--- src/rtl/uart_fifo_pkg.sv ---
package uart_fifo_pkg;

   typedef enum logic [1:0] {
      TRIG_1B  = 2'b00,
      TRIG_4B  = 2'b01,
      TRIG_8B  = 2'b10,
      TRIG_14B = 2'b11
   } rx_trig_e;

   localparam int CTL_W          = 8;
   localparam int CTL_RX_FLUSH   = 1;
   localparam int CTL_TX_FLUSH   = 2;
   localparam int CTL_TRIG_LSB   = 6;
   localparam int MAX_TRIG_LEVEL = 14;

   function automatic int unsigned trig_level(input rx_trig_e sel);
      case (sel)
         TRIG_1B:  return 1;
         TRIG_4B:  return 4;
         TRIG_8B:  return 8;
         default:  return 14;
      endcase
   endfunction

endpackage

--- src/rtl/fifo_ctl_decode.sv ---
module fifo_ctl_decode
   import uart_fifo_pkg::*;
(
   input  logic             clk,
   input  logic             rst_n,
   input  logic             wr,
   input  logic [CTL_W-1:0] data,
   output logic             rx_flush,
   output logic             tx_flush,
   output rx_trig_e         trig_sel
);

   // Flush requests live for the write cycle only; nothing is stored.
   assign rx_flush = wr & data[CTL_RX_FLUSH];
   assign tx_flush = wr & data[CTL_TX_FLUSH];

   // Bits 0, 3, 4, 5 carry no function.
   logic unused_bits;
   assign unused_bits = ^{data[5:3], data[0]};

   always_ff @(posedge clk or negedge rst_n) begin
      if (!rst_n)
         trig_sel <= TRIG_1B;
      else if (wr)
         trig_sel <= rx_trig_e'(data[CTL_TRIG_LSB +: 2]);
   end

endmodule

--- src/rtl/byte_fifo.sv ---
module byte_fifo #(
   parameter  int DATA_W = 8,
   parameter  int DEPTH  = 16,
   localparam int PTR_W  = (DEPTH > 1) ? $clog2(DEPTH) : 1,
   localparam int CNT_W  = $clog2(DEPTH + 1)
) (
   input  logic              clk,
   input  logic              rst_n,
   input  logic              flush,
   input  logic              push,
   input  logic [DATA_W-1:0] push_data,
   input  logic              pop,
   output logic [DATA_W-1:0] pop_data,
   output logic [CNT_W-1:0]  count,
   output logic              push_drop
);

   localparam logic [CNT_W-1:0] FULL_CNT = CNT_W'(DEPTH);
   localparam bit               POW2     = (DEPTH & (DEPTH - 1)) == 0;

   logic [DATA_W-1:0] mem [DEPTH];
   logic [PTR_W-1:0]  wr_ptr, rd_ptr, wr_nxt, rd_nxt;
   logic              full, empty, push_ok, pop_ok;

   assign full    = (count == FULL_CNT);
   assign empty   = (count == '0);
   assign push_ok = push & ~full & ~flush;
   assign pop_ok  = pop & ~empty & ~flush;
   assign push_drop = push & full & ~flush;

   generate
      if (POW2) begin : g_wrap_nat
         assign wr_nxt = wr_ptr + 1'b1;
         assign rd_nxt = rd_ptr + 1'b1;
      end else begin : g_wrap_cmp
         assign wr_nxt = (wr_ptr == PTR_W'(DEPTH - 1)) ? '0 : wr_ptr + 1'b1;
         assign rd_nxt = (rd_ptr == PTR_W'(DEPTH - 1)) ? '0 : rd_ptr + 1'b1;
      end
   endgenerate

   always_ff @(posedge clk) begin
      if (push_ok)
         mem[wr_ptr] <= push_data;
   end

   always_ff @(posedge clk or negedge rst_n) begin
      if (!rst_n) begin
         wr_ptr   <= '0;
         rd_ptr   <= '0;
         count    <= '0;
         pop_data <= '0;
      end else if (flush) begin
         wr_ptr <= '0;
         rd_ptr <= '0;
         count  <= '0;
      end else begin
         if (push_ok) wr_ptr <= wr_nxt;
         if (pop_ok) begin
            rd_ptr   <= rd_nxt;
            pop_data <= mem[rd_ptr];
         end
         case ({push_ok, pop_ok})
            2'b10:   count <= count + 1'b1;
            2'b01:   count <= count - 1'b1;
            default: count <= count;
         endcase
      end
   end

endmodule

--- src/rtl/rx_threshold.sv ---
module rx_threshold
   import uart_fifo_pkg::*;
#(
   parameter int CNT_W = 5
) (
   input  logic [CNT_W-1:0] count,
   input  rx_trig_e         trig_sel,
   output logic             hit
);

   logic [CNT_W-1:0] level;

   always_comb begin
      level = CNT_W'(trig_level(trig_sel));
      hit   = (count >= level);
   end

endmodule

--- src/rtl/uart_fifo_ctl.sv ---
module uart_fifo_ctl
   import uart_fifo_pkg::*;
#(
   parameter  int DATA_W = 8,
   parameter  int DEPTH  = 16,
   localparam int CNT_W  = $clog2(DEPTH + 1)
) (
   input  logic              clk,
   input  logic              rst_n,
   input  logic              cfg_wr,
   input  logic [7:0]        cfg_data,
   input  logic              rx_push,
   input  logic [DATA_W-1:0] rx_push_data,
   input  logic              rx_pop,
   output logic [DATA_W-1:0] rx_pop_data,
   output logic [CNT_W-1:0]  rx_count,
   output logic              rx_thresh_hit,
   output logic              rx_overrun,
   input  logic              tx_push,
   input  logic [DATA_W-1:0] tx_push_data,
   input  logic              tx_pop,
   output logic [DATA_W-1:0] tx_pop_data,
   output logic [CNT_W-1:0]  tx_count
);

   initial begin
      assert (DEPTH >= MAX_TRIG_LEVEL)
         else $error("DEPTH must reach the largest trigger level");
      assert (DATA_W >= 1)
         else $error("DATA_W must be positive");
   end

   logic     rx_flush, tx_flush, rx_drop, tx_drop;
   rx_trig_e trig_sel;

   fifo_ctl_decode u_dec (
      .clk      (clk),
      .rst_n    (rst_n),
      .wr       (cfg_wr),
      .data     (cfg_data),
      .rx_flush (rx_flush),
      .tx_flush (tx_flush),
      .trig_sel (trig_sel)
   );

   byte_fifo #(.DATA_W(DATA_W), .DEPTH(DEPTH)) u_rx_q (
      .clk       (clk),
      .rst_n     (rst_n),
      .flush     (rx_flush),
      .push      (rx_push),
      .push_data (rx_push_data),
      .pop       (rx_pop),
      .pop_data  (rx_pop_data),
      .count     (rx_count),
      .push_drop (rx_drop)
   );

   byte_fifo #(.DATA_W(DATA_W), .DEPTH(DEPTH)) u_tx_q (
      .clk       (clk),
      .rst_n     (rst_n),
      .flush     (tx_flush),
      .push      (tx_push),
      .push_data (tx_push_data),
      .pop       (tx_pop),
      .pop_data  (tx_pop_data),
      .count     (tx_count),
      .push_drop (tx_drop)
   );

   logic unused_tx_drop;
   assign unused_tx_drop = tx_drop;

   rx_threshold #(.CNT_W(CNT_W)) u_thr (
      .count    (rx_count),
      .trig_sel (trig_sel),
      .hit      (rx_thresh_hit)
   );

   always_ff @(posedge clk or negedge rst_n) begin
      if (!rst_n)
         rx_overrun <= 1'b0;
      else if (rx_flush)
         rx_overrun <= 1'b0;
      else if (rx_drop)
         rx_overrun <= 1'b1;
   end

endmodule

--- config.mk ---
export PLATFORM = sky130hd
export DESIGN_NAME = uart_fifo_ctl
export DESIGN_NICKNAME = d
export VERILOG_FILES = /design/src/rtl/uart_fifo_pkg.sv /design/src/rtl/fifo_ctl_decode.sv /design/src/rtl/byte_fifo.sv /design/src/rtl/rx_threshold.sv /design/src/rtl/uart_fifo_ctl.sv
export SDC_FILE = /design/constraint.sdc
export NUM_CORES = 1
export LEC_CHECK = 0
export BUFFER_PORTS_ARGS = -buffer_cell sky130_fd_sc_hd__buf_2
export CAP_MARGIN = 20
export CORE_MARGIN = 8
export CORE_UTILIZATION = 50
export CTS_CLUSTER_SIZE = 25
export DETAILED_ROUTE_END_ITERATION = 16
export GPL_ROUTABILITY_DRIVEN = 0
export GPL_TIMING_DRIVEN = 0
export PLACE_DENSITY_LB_ADDON = 0.15
export SYNTH_ARGS = -nofsm -noshare
export SYNTH_HDL_FRONTEND = slang
export SYNTH_HIERARCHICAL = 1
export SYNTH_SLANG_ARGS = --single-unit
--- constraint.sdc ---
create_clock -name clk -period 7.3 [get_ports clk]
set_clock_uncertainty 0.15 [all_clocks]
set_input_delay 1.095 -clock clk [delete_from_list [all_inputs] [get_ports clk]]
set_output_delay 1.095 -clock clk [all_outputs]
set_load 0.005 [all_outputs]
==> impl_metrics.py, run 1 <==
metrics = {
    "finish": {
        "drive_gt1_share_pct": 24.4,
        "antennaDiodeCount": 0,
        "utilization_pct": 57.4,
        "final_nets": 840,
        "syn2layout_area_growth_pct": 13.9,
    },
    "critical_path": {
        "crit_path_max_incr_delay_ns": 0.55,
        "cp_slowest_cell": "a21oi_1",
        "crit_arrival_ns": 3.88,
        "path_class": "in2reg",
        "cp_max_fo": 10,
        "cp_cell_sequence": "buf_2 -> and2_2 -> clkbuf_2 -> nand2b_1 -> a21oi_1 -> nand2b_1 -> inv_1 -> ha_1 -> nor2_1 -> a21oi_1 -> or4_1 -> a31oi_1",
        "cp.buffers_inverters": 3,
        "cp-start-kind": "primary input",
        "crit_family": "simple AND/OR/NAND/NOR gates",
        "cp_data_required_time_ns": 7.59,
        "crit_path_end_kind": "flip-flop",
    },
    "clock_network": {
        "tritoncts": "built",
        "clock_path_buffers": 3,
        "htreeDepth": 1,
        "cts_setup_buffers": 0,
        "hold_buffers": 0,
        "cts_resized": 0,
        "cts_buffers": 30,
        "cts_sinks": 301,
        "worstSkewPairLatency_ns": 0.54,
        "root_buffer": "clkbuf_16",
        "clk_pin_slew_ns": 0.06,
    },
    "placed_design": {
        "port-buffer-count": 52,
        "hpwl_um": 17300,
    },
    "global_routing": {
        "grt_max_degree": 46,
        "antenna_found_initial": 0,
        "grt_pass1_wl_um": 39200,
        "overflow": 0,
        "grt_pass1_vias": 6867,
        "grt_usage_pct": 16.5,
    },
    "sta": {
        "rsz0062_at_grt": "false",
        "finalSetupViolCount": 0,
        "tns_ns": 0,
        "relSlewSlack_pct": 35.1,
        "drv_slew": 0,
        "hold_ws_ns": 0.251,
        "worst_pin_slew_ns": 0.971,
        "hold_viol_final": 0,
        "period_minus_slack_ns": 3.58,
        "fin_crit_sh_pct": 49.1,
        "fmax_mhz": 279,
    },
    "logic_synthesis": {
        "syn_inst": 694,
        "syn_area_sq_mm": 0.0125,
        "synth_fp_nets": 747,
        "syn_avg_cell_area_sq_um": 18.1,
        "synth_warnings": 6,
    },
    "job": {
        "max_cap_viol_count": 0,
    },
    "detailed_routing": {
        "drt_first_pass_iters": 5,
        "route.detailed.drc": 0,
        "avgRoutedWirePerCell_um": 22.0,
        "wirelength_um": 25100,
        "vias": 6560,
        "drt-initial-drc-count": 593,
        "viasPerCell": 5.75,
        "ant_nets": 0,
    },
    "die": {
        "dieArea_sq_mm": 0.0304,
        "initial_core_util_pct": 50.4,
        "core-area_sq_mm": 0.0249,
        "num_io_pins": 59,
        "die_x_um": 174,
        "rows": 58,
        "die_y_um": 174,
    },
    "power_and_ir_drop": {
        "power_density_mw_per_mm2": 348,
        "leakagePower_nw": 4.94,
        "peakVddDrop_mv": 0.248,
    },
    "run_status": {
        "status": "completed",
    },
    "worst_hold_path": {
        "min_path_type": "in2async",
    },
}
## worst paths after layout
check | from | endpoint | slack [ns] | cells after the start
setup / recovery | cfg_wr | u_rx_q/count[4]$_DFFE_PN0P_ | 3.72 | 12
hold / removal | rst_n | u_rx_q/pop_data[6]$_DFFE_PN0P_ | 0.25 | 1
setup reg to reg | u_rx_q/count[1]$_DFFE_PN0P_ | u_rx_q/count[4]$_DFFE_PN0P_ | 4.14 | 9
hold reg to reg | rx_overrun$_DFFE_PN0P_ | rx_overrun$_DFFE_PN0P_ | 0.35 | 1
max in group asynchronous | rst_n | u_tx_q/rd_ptr[1]$_DFFE_PN0P_ | 6.27 | 2
min in group clk | rx_overrun$_DFFE_PN0P_ | rx_overrun$_DFFE_PN0P_ | 0.35 | 1
## worst register-to-register path, stage by stage, from the launching register on
cell	delay [ns]
dfrtp_1	0.47
nor4_4	0.56
a21oi_1	0.34
nand2b_1	0.21
inv_1	0.10
ha_1	0.31
nor2_1	0.14
a21oi_1	0.09
or4_1	0.48
a31oi_1	0.22
## cell type report
cell class	instances	area, sq um
fill	1907	10600
sequential	301	8810
multi-input combinational	336	3470
clock buffer	47	876
tap	330	413
timing repair buffer	61	335
buffer	36	184
clock inverter	9	125
inverter	21	78.8
## flip-flops by register name (all words and copies together), names as in the netlist
name	count
u_tx_q/wr_ptr	4
u_rx_q/wr_ptr	4
u_rx_q/pop_data	8
u_tx_q/mem	128
u_rx_q/count	5
u_tx_q/rd_ptr	4
u_rx_q/rd_ptr	4
u_tx_q/pop_data	8
u_dec/trig_sel	2
u_rx_q/mem	128
rx_overrun	1
u_tx_q/count	5
## stage by stage
step	total power, mW	instances	setup WS, ns	instance area (sq um)
6_report	4.98	1141	3.72	14300
5_1_grt	5.22	1141	3.52	14300
4_1_cts	5.03	1140	3.72	14300
3_5_place_dp	3.49	1084	3.17	13300
3_3_place_gp	3.44	1076	3.30	13200
2_1_floorplan	3.06	694	3.83	12500
## power by group
part	total [mW]	switching [mW]	internal, mW
Clock	1.53	0.603	0.927
Combinational	1.27	0.687	0.584
Sequential	2.18	0.131	2.05
Total	4.98	1.42	3.56
## per-layer routing
metal  wire (um)  track usage [%]  vias to the layer above
li1            -                -                     2968
met1       10600             21.1                     3405
met2       13000             29.0                      160
met3        1140             2.82                       27
met4         374             3.46                        0
met5           0                0                        -
## cell usage in the layout, fill, tap and decap left out, types with 3 or more instances in the layout
cell,n
nand2b_1,11
nand2_1,15
a21oi_2,4
inv_1,21
or2_2,3
buf_4,10
clkbuf_16,31
dfrtp_1,45
o211ai_1,9
bufinv_16,3
clkbuf_1,29
mux4_1,24
mux2_2,18
nor3_1,10
clkbuf_8,4
clkinv_2,4
edfxtp_1,256
mux2i_1,10
mux4_2,40
xor2_1,8
ha_1,20
a211oi_1,4
or4_1,4
buf_2,62
o21ai_0,3
xnor2_1,6
nand3_1,3
buf_1,3
a21oi_1,22
mux2_1,3
buf_6,3
o22ai_1,32
nor2_1,55
Note: power is estimated with default switching activity, not from simulation.
==> inputs of run 2 (changes only) <==
==> constraint.sdc (replaced) <==
create_clock -name clk -period 3.4 [get_ports clk]
set_clock_uncertainty 0.15 [all_clocks]
set_input_delay 0.51 -clock clk [delete_from_list [all_inputs] [get_ports clk]]
set_output_delay 0.51 -clock clk [all_outputs]
set_load 0.005 [all_outputs]
==> impl_metrics.py, run 2 (synthesis results as in run 1) <==
metrics = {
    "clock_network": {
        "htreeDepth": 1,
        "worstSkewPairLatency_ns": 0.54,
        "tritoncts": "built",
        "cts_setup_buffers": 0,
        "hold_buffers": 0,
        "cts_resized": 0,
        "cts_sinks": 301,
        "clk_pin_slew_ns": 0.05,
        "root_buffer": "clkbuf_16",
        "cts_buffers": 30,
        "clock_path_buffers": 3,
    },
    "detailed_routing": {
        "drt_first_pass_iters": 4,
        "wirelength_um": 25000,
        "vias": 6533,
        "ant_nets": 0,
        "avgRoutedWirePerCell_um": 21.9,
        "route.detailed.drc": 0,
        "drt-initial-drc-count": 595,
        "viasPerCell": 5.72,
    },
    "worst_hold_path": {
        "hp-start": "cfg_data[6]",
        "min_path_type": "in2reg",
    },
    "die": {
        "rows": 58,
        "die_y_um": 174,
        "core-area_sq_mm": 0.0249,
        "die_x_um": 174,
        "dieArea_sq_mm": 0.0304,
        "num_io_pins": 59,
        "initial_core_util_pct": 50.4,
    },
    "finish": {
        "final_common_cell": "edfxtp_1",
        "layout_common_cells": "edfxtp_1 (256), buf_2 (62), nor2_1 (55)",
        "syn2layout_area_growth_pct": 14.0,
        "drive_gt1_share_pct": 24.4,
        "final_nets": 841,
        "final_area_sq_mm": 0.0143,
        "reg_top3": "u_rx_q/mem (128), u_tx_q/mem (128)",
        "antennaDiodeCount": 0,
    },
    "sta": {
        "finalSetupViolCount": 0,
        "tns_ns": 0,
        "drv_slew": 0,
        "worst_pin_slew_ns": 0.980,
        "final.setup.worst_slack_ns": 0.242,
        "rsz0062_at_grt": "false",
        "fin_crit_sh_pct": 92.9,
        "hold_viol_final": 0,
        "fmax_mhz": 317,
        "period_minus_slack_ns": 3.16,
        "relSlewSlack_pct": 34.4,
    },
    "power_and_ir_drop": {
        "comb_power_share_pct": 25.5,
        "clkPwrFrac_pct": 30.7,
        "peakVddDrop_mv": 0.533,
        "leakagePower_nw": 4.94,
        "power_density_mw_per_mm2": 748,
        "p_int_mw": 7.64,
        "sw_frac_of_total_pct": 28.5,
        "switching_power_mw": 3.05,
        "seq_power_share_pct": 43.8,
    },
    "placed_design": {
        "pre_cts_ws_ns": -0.148,
        "hpwl_um": 17300,
        "port-buffer-count": 52,
        "dpl_cell_area_sq_mm": 0.0133,
    },
    "global_routing": {
        "antenna_found_initial": 0,
        "grt_pass1_vias": 6867,
        "grt_max_degree": 46,
        "overflow": 0,
        "grt_pass1_wl_um": 39200,
        "grt_usage_pct": 16.5,
    },
    "critical_path": {
        "crit_path_max_incr_delay_ns": 0.56,
        "cp-start-kind": "flip-flop",
        "cp_slowest_cell": "nor4_4",
        "startpoint": "u_rx_q/count[1]$_DFFE_PN0P_",
        "crit_arrival_ns": 3.45,
        "crit_path_end_kind": "flip-flop",
        "cp_max_fo": 8,
        "timing.rr.start": "u_rx_q/count[1]$_DFFE_PN0P_",
        "cp_cell_sequence": "nor4_4 -> a21oi_1 -> nand2b_1 -> inv_1 -> ha_1 -> nor2_1 -> a21oi_1 -> or4_1 -> a31oi_1",
        "cp_data_required_time_ns": 3.69,
        "path_common_cell": "a21oi_1",
        "path_class": "reg2reg",
    },
    "run_status": {
        "status": "completed",
    },
    "job": {
        "max_cap_viol_count": 0,
    },
}
## run 2: cell count changes in the layout (fill, tap and decap cells not counted)
| cell | before | now |
|---|---|---|
| dlygate4sd3_1 | 0 | 1 |
## run 2: power by group through the flow
stage / Sequential, mW / Clock (mW) / Combinational, mW
5_1_grt: 4.73 / 3.50 / 2.98
3_3_place_gp: 4.73 / 0 / 2.65
2_1_floorplan: 4.69 / 0 / 1.88
6_report: 4.68 / 3.28 / 2.73
4_1_cts: 4.68 / 3.37 / 2.75
3_5_place_dp: 4.75 / 0 / 2.74
## run 2: final timing paths
kind	to	slack (ns)	cells past startpoint
setup reg to reg	u_rx_q/count[4]$_DFFE_PN0P_	0.24	9
max in group asynchronous	u_tx_q/rd_ptr[1]$_DFFE_PN0P_	2.42	3
setup / recovery	u_rx_q/count[4]$_DFFE_PN0P_	0.24	9
min in group asynchronous	u_rx_q/pop_data[6]$_DFFE_PN0P_	0.21	2
hold / removal	u_dec/trig_sel[0]$_DFFE_PN0P_	0.06	2
hold reg to reg	rx_overrun$_DFFE_PN0P_	0.35	1
## run 2: per-layer routing
| layer | share of wire [%] | global-route usage (%) | vias up |
|---|---|---|---|
| met1 | 42 | 21.1 | 3387 |
| li1 | - | - | 2969 |
| met5 | 0 | 0 | - |
| met3 | 4.9 | 2.82 | 27 |
| met4 | 1.6 | 3.46 | 0 |
| met2 | 52 | 29.0 | 150 |
## run 2: metrics by stage
stage / instances / hold slack (ns) / power [mW] / utilization (%)
after floorplan: 694 / 0.0644 / 6.57 / -
after global placement: 1076 / 0.333 / 7.38 / 53.1
after detailed placement: 1084 / 0.329 / 7.50 / 53.3
after CTS: 1140 / 0.0347 / 10.8 / 57.4
after global routing: 1142 / 0.0475 / 11.2 / 57.5
final: 1142 / 0.0640 / 10.7 / 57.5
## run 2: cell type report
| type | count | area, sq um |
|---|---|---|
| clock buffer | 47 | 876 |
| clock inverter | 9 | 125 |
| multi-input combinational | 336 | 3470 |
| tap | 330 | 413 |
| sequential | 301 | 8810 |
| buffer | 36 | 184 |
| timing repair buffer | 62 | 345 |
| fill | 1906 | 10600 |
| inverter | 21 | 78.8 |
## run 2: critical path: cells and delay by family, from the launching register on
| family | cells | cell delay [ns] |
|---|---|---|
| compound gates | 3 | 0.64 |
| fa+ha+maj | 1 | 0.31 |
| buf+inv | 1 | 0.10 |
| flops | 1 | 0.47 |
| simple gates | 4 | 1.39 |
==> inputs of run 3 (changes only) <==
--- a/config.mk
+++ b/config.mk
@@ -5,7 +5,7 @@
 export SDC_FILE = /design/constraint.sdc
 export NUM_CORES = 1
 export LEC_CHECK = 0
-export BUFFER_PORTS_ARGS = -buffer_cell sky130_fd_sc_hd__buf_2
+export BUFFER_PORTS_ARGS = -buffer_cell sky130_fd_sc_hd__clkbuf_2
 export CAP_MARGIN = 20
 export CORE_MARGIN = 8
 export CORE_UTILIZATION = 50
==> impl_metrics.py, run 3 (synthesis results as in run 1) <==
metrics = {
    "critical_path": {
        "path_common_cell": "a21oi_1",
        "r2r_cells": 9,
        "cp_cell_sequence": "nor4_4 -> a21oi_1 -> nand2b_1 -> inv_1 -> ha_1 -> nor2_1 -> a21oi_1 -> or4_1 -> a31oi_1",
        "r2r-end": "u_rx_q/count[4]$_DFFE_PN0P_",
        "crit_family": "simple AND/OR/NAND/NOR gates",
        "cp.depth": 9,
        "cp-start-kind": "flip-flop",
        "ff2ff_setup_slack_ns": 0.26,
        "cp_slowest_cell": "nor4_4",
        "crit_path_max_incr_delay_ns": 0.51,
        "crit_arrival_ns": 3.44,
        "cp_max_fo": 8,
        "cp_data_required_time_ns": 3.70,
        "timing.rr.start": "u_rx_q/count[1]$_DFFE_PN0P_",
        "cp.buffers_inverters": 1,
        "crit_path_end_kind": "flip-flop",
        "path_class": "reg2reg",
    },
    "power_and_ir_drop": {
        "clkPwrFrac_pct": 31.7,
        "switching_power_mw": 3.11,
        "power_density_mw_per_mm2": 758,
        "leakagePower_nw": 4.98,
        "sw_frac_of_total_pct": 28.6,
        "comb_power_share_pct": 25.1,
        "seq_power_share_pct": 43.2,
        "peakVddDrop_mv": 0.545,
        "p_int_mw": 7.77,
    },
    "detailed_routing": {
        "wl_met2_um": 13000,
        "ant_nets": 0,
        "vias": 6599,
        "dr_wl_met3_um": 1310,
        "drt-met1-wl_um": 10600,
        "avgRoutedWirePerCell_um": 22.3,
        "wirelength_um": 25400,
        "top_layer": "met4",
        "route.detailed.drc": 0,
        "viasPerCell": 5.78,
        "drt_first_pass_iters": 4,
        "drt-initial-drc-count": 533,
    },
    "global_routing": {
        "overflow": 0,
        "grt_pass1_vias": 6853,
        "grt_usage_pct": 16.7,
        "grt_max_degree": 30,
        "grt_pass1_wl_um": 39800,
        "antenna_found_initial": 0,
    },
    "die": {
        "die_y_um": 174,
        "die_x_um": 174,
        "dieArea_sq_mm": 0.0304,
        "num_io_pins": 59,
        "initial_core_util_pct": 50.4,
        "core-area_sq_mm": 0.0249,
        "rows": 58,
    },
    "worst_hold_path": {
        "min_path_type": "in2reg",
        "min_to": "u_dec/trig_sel[1]$_DFFE_PN0P_",
        "whs_path_depth": 2,
        "hp-start": "cfg_data[7]",
    },
    "finish": {
        "syn2layout_area_growth_pct": 14.4,
        "final_area_sq_mm": 0.0144,
        "drive_gt1_share_pct": 24.5,
        "final_nets": 842,
        "fill_cells": 1892,
        "utilization_pct": 57.7,
        "antennaDiodeCount": 0,
        "layout_common_cells": "edfxtp_1 (256), nor2_1 (55), clkbuf_2 (53)",
        "multi_input_area_sq_mm": 0.00347,
        "reg_top3": "u_rx_q/mem (128), u_tx_q/mem (128)",
        "final_common_cell": "edfxtp_1",
        "regArea_sq_mm": 0.00881,
    },
    "clock_network": {
        "cts_resized": 0,
        "worstSkewPairLatency_ns": 0.55,
        "clk_pin_slew_ns": 0.06,
        "htreeDepth": 1,
        "root_buffer": "clkbuf_16",
        "clock_path_buffers": 3,
        "cts_sinks": 301,
        "tritoncts": "built",
        "cts_buffers": 31,
    },
    "sta": {
        "drv_slew": 0,
        "rsz0062_at_grt": "false",
        "hold_viol_final": 0,
        "finalSetupViolCount": 0,
        "relSlewSlack_pct": 41.2,
        "worst_pin_slew_ns": 0.878,
        "period_minus_slack_ns": 3.14,
        "fin_crit_sh_pct": 92.3,
        "fmax_mhz": 319,
    },
    "job": {
        "max_cap_viol_count": 0,
    },
    "placed_design": {
        "port-buffer-count": 52,
        "dpl_cell_area_sq_mm": 0.0133,
        "hpwl_um": 17500,
    },
    "run_status": {
        "status": "completed",
    },
}
-- run 3: changes by cell type in the layout (fill, tap and decap cells not counted), sizes merged --
cell	previous run	this run
clkbuf	65	104
buf	79	27
bufinv	3	6
inv	21	22
clkinv	4	12
-- run 3: through the flow --
stage	power, mW	instances	setup TNS (ns)	hold WS [ns]	worst slack (ns)
floorplan	6.57	694	0	0.0644	0.518
global placement	7.39	1076	-0.00850	0.338	-0.00850
detailed placement	7.51	1085	-0.127	0.319	-0.127
CTS	11.0	1141	0	0.0131	0.264
global route	11.4	1141	0	0.0249	0.0555
finish	10.9	1141	0	0.0454	0.262
-- run 3: worst register-to-register path, cell delays in order, from the launching register on --
cell      delay (ns)
dfrtp_1         0.49
nor4_4          0.52
a21oi_1         0.32
nand2b_1        0.21
inv_1           0.10
ha_1            0.32
nor2_1          0.15
a21oi_1         0.09
or4_1           0.48
a31oi_1         0.23
-- run 3: metal layers --
layer / up-vias / global-route usage [%]
li1: 2974 / -
met1: 3402 / 21.2
met2: 188 / 29.2
met3: 35 / 2.91
met4: 0 / 4.70
met5: - / 0
-- run 3: area by class of cell --
type                    count  share of cell area [%]
repair buffers             62                    2.41
multi-input cells         336                    24.2
well taps                 330                    2.88
clock inverters            21                    1.80
flip-flops and latches    301                    61.4
clock buffers              34                    5.48
inverters                  21                   0.549
plain buffers              36                    1.28
-- run 3: worst max-delay path by stage --
stage                                start                          end  slack, ns
4_1_cts        u_rx_q/count[1]$_DFFE_PN0P_  u_rx_q/count[4]$_DFFE_PN0P_       0.26
2_1_floorplan                       cfg_wr  u_rx_q/count[4]$_DFFE_PN0P_       0.52
3_3_place_gp                        cfg_wr  u_rx_q/count[4]$_DFFE_PN0P_     -0.008
3_5_place_dp                        cfg_wr  u_rx_q/count[4]$_DFFE_PN0P_      -0.13
5_1_grt        u_rx_q/count[1]$_DFFE_PN0P_  u_rx_q/count[4]$_DFFE_PN0P_       0.06
6_report       u_rx_q/count[1]$_DFFE_PN0P_  u_rx_q/count[4]$_DFFE_PN0P_       0.26
-- run 3: timing repair --
action                                 CTS  global route
hold buffers                             1             0
buffers inserted                         0             0
endpoints found under the hold margin   16             0
-- run 3: power groups by stage --
stage          clock network, mW  registers, mW  logic, mW
2_1_floorplan                  0           4.69       1.88
3_3_place_gp                   0           4.74       2.65
3_5_place_dp                   0           4.76       2.75
4_1_cts                     3.54           4.69       2.76
5_1_grt                     3.66           4.74       3.00
6_report                    3.45           4.69       2.73
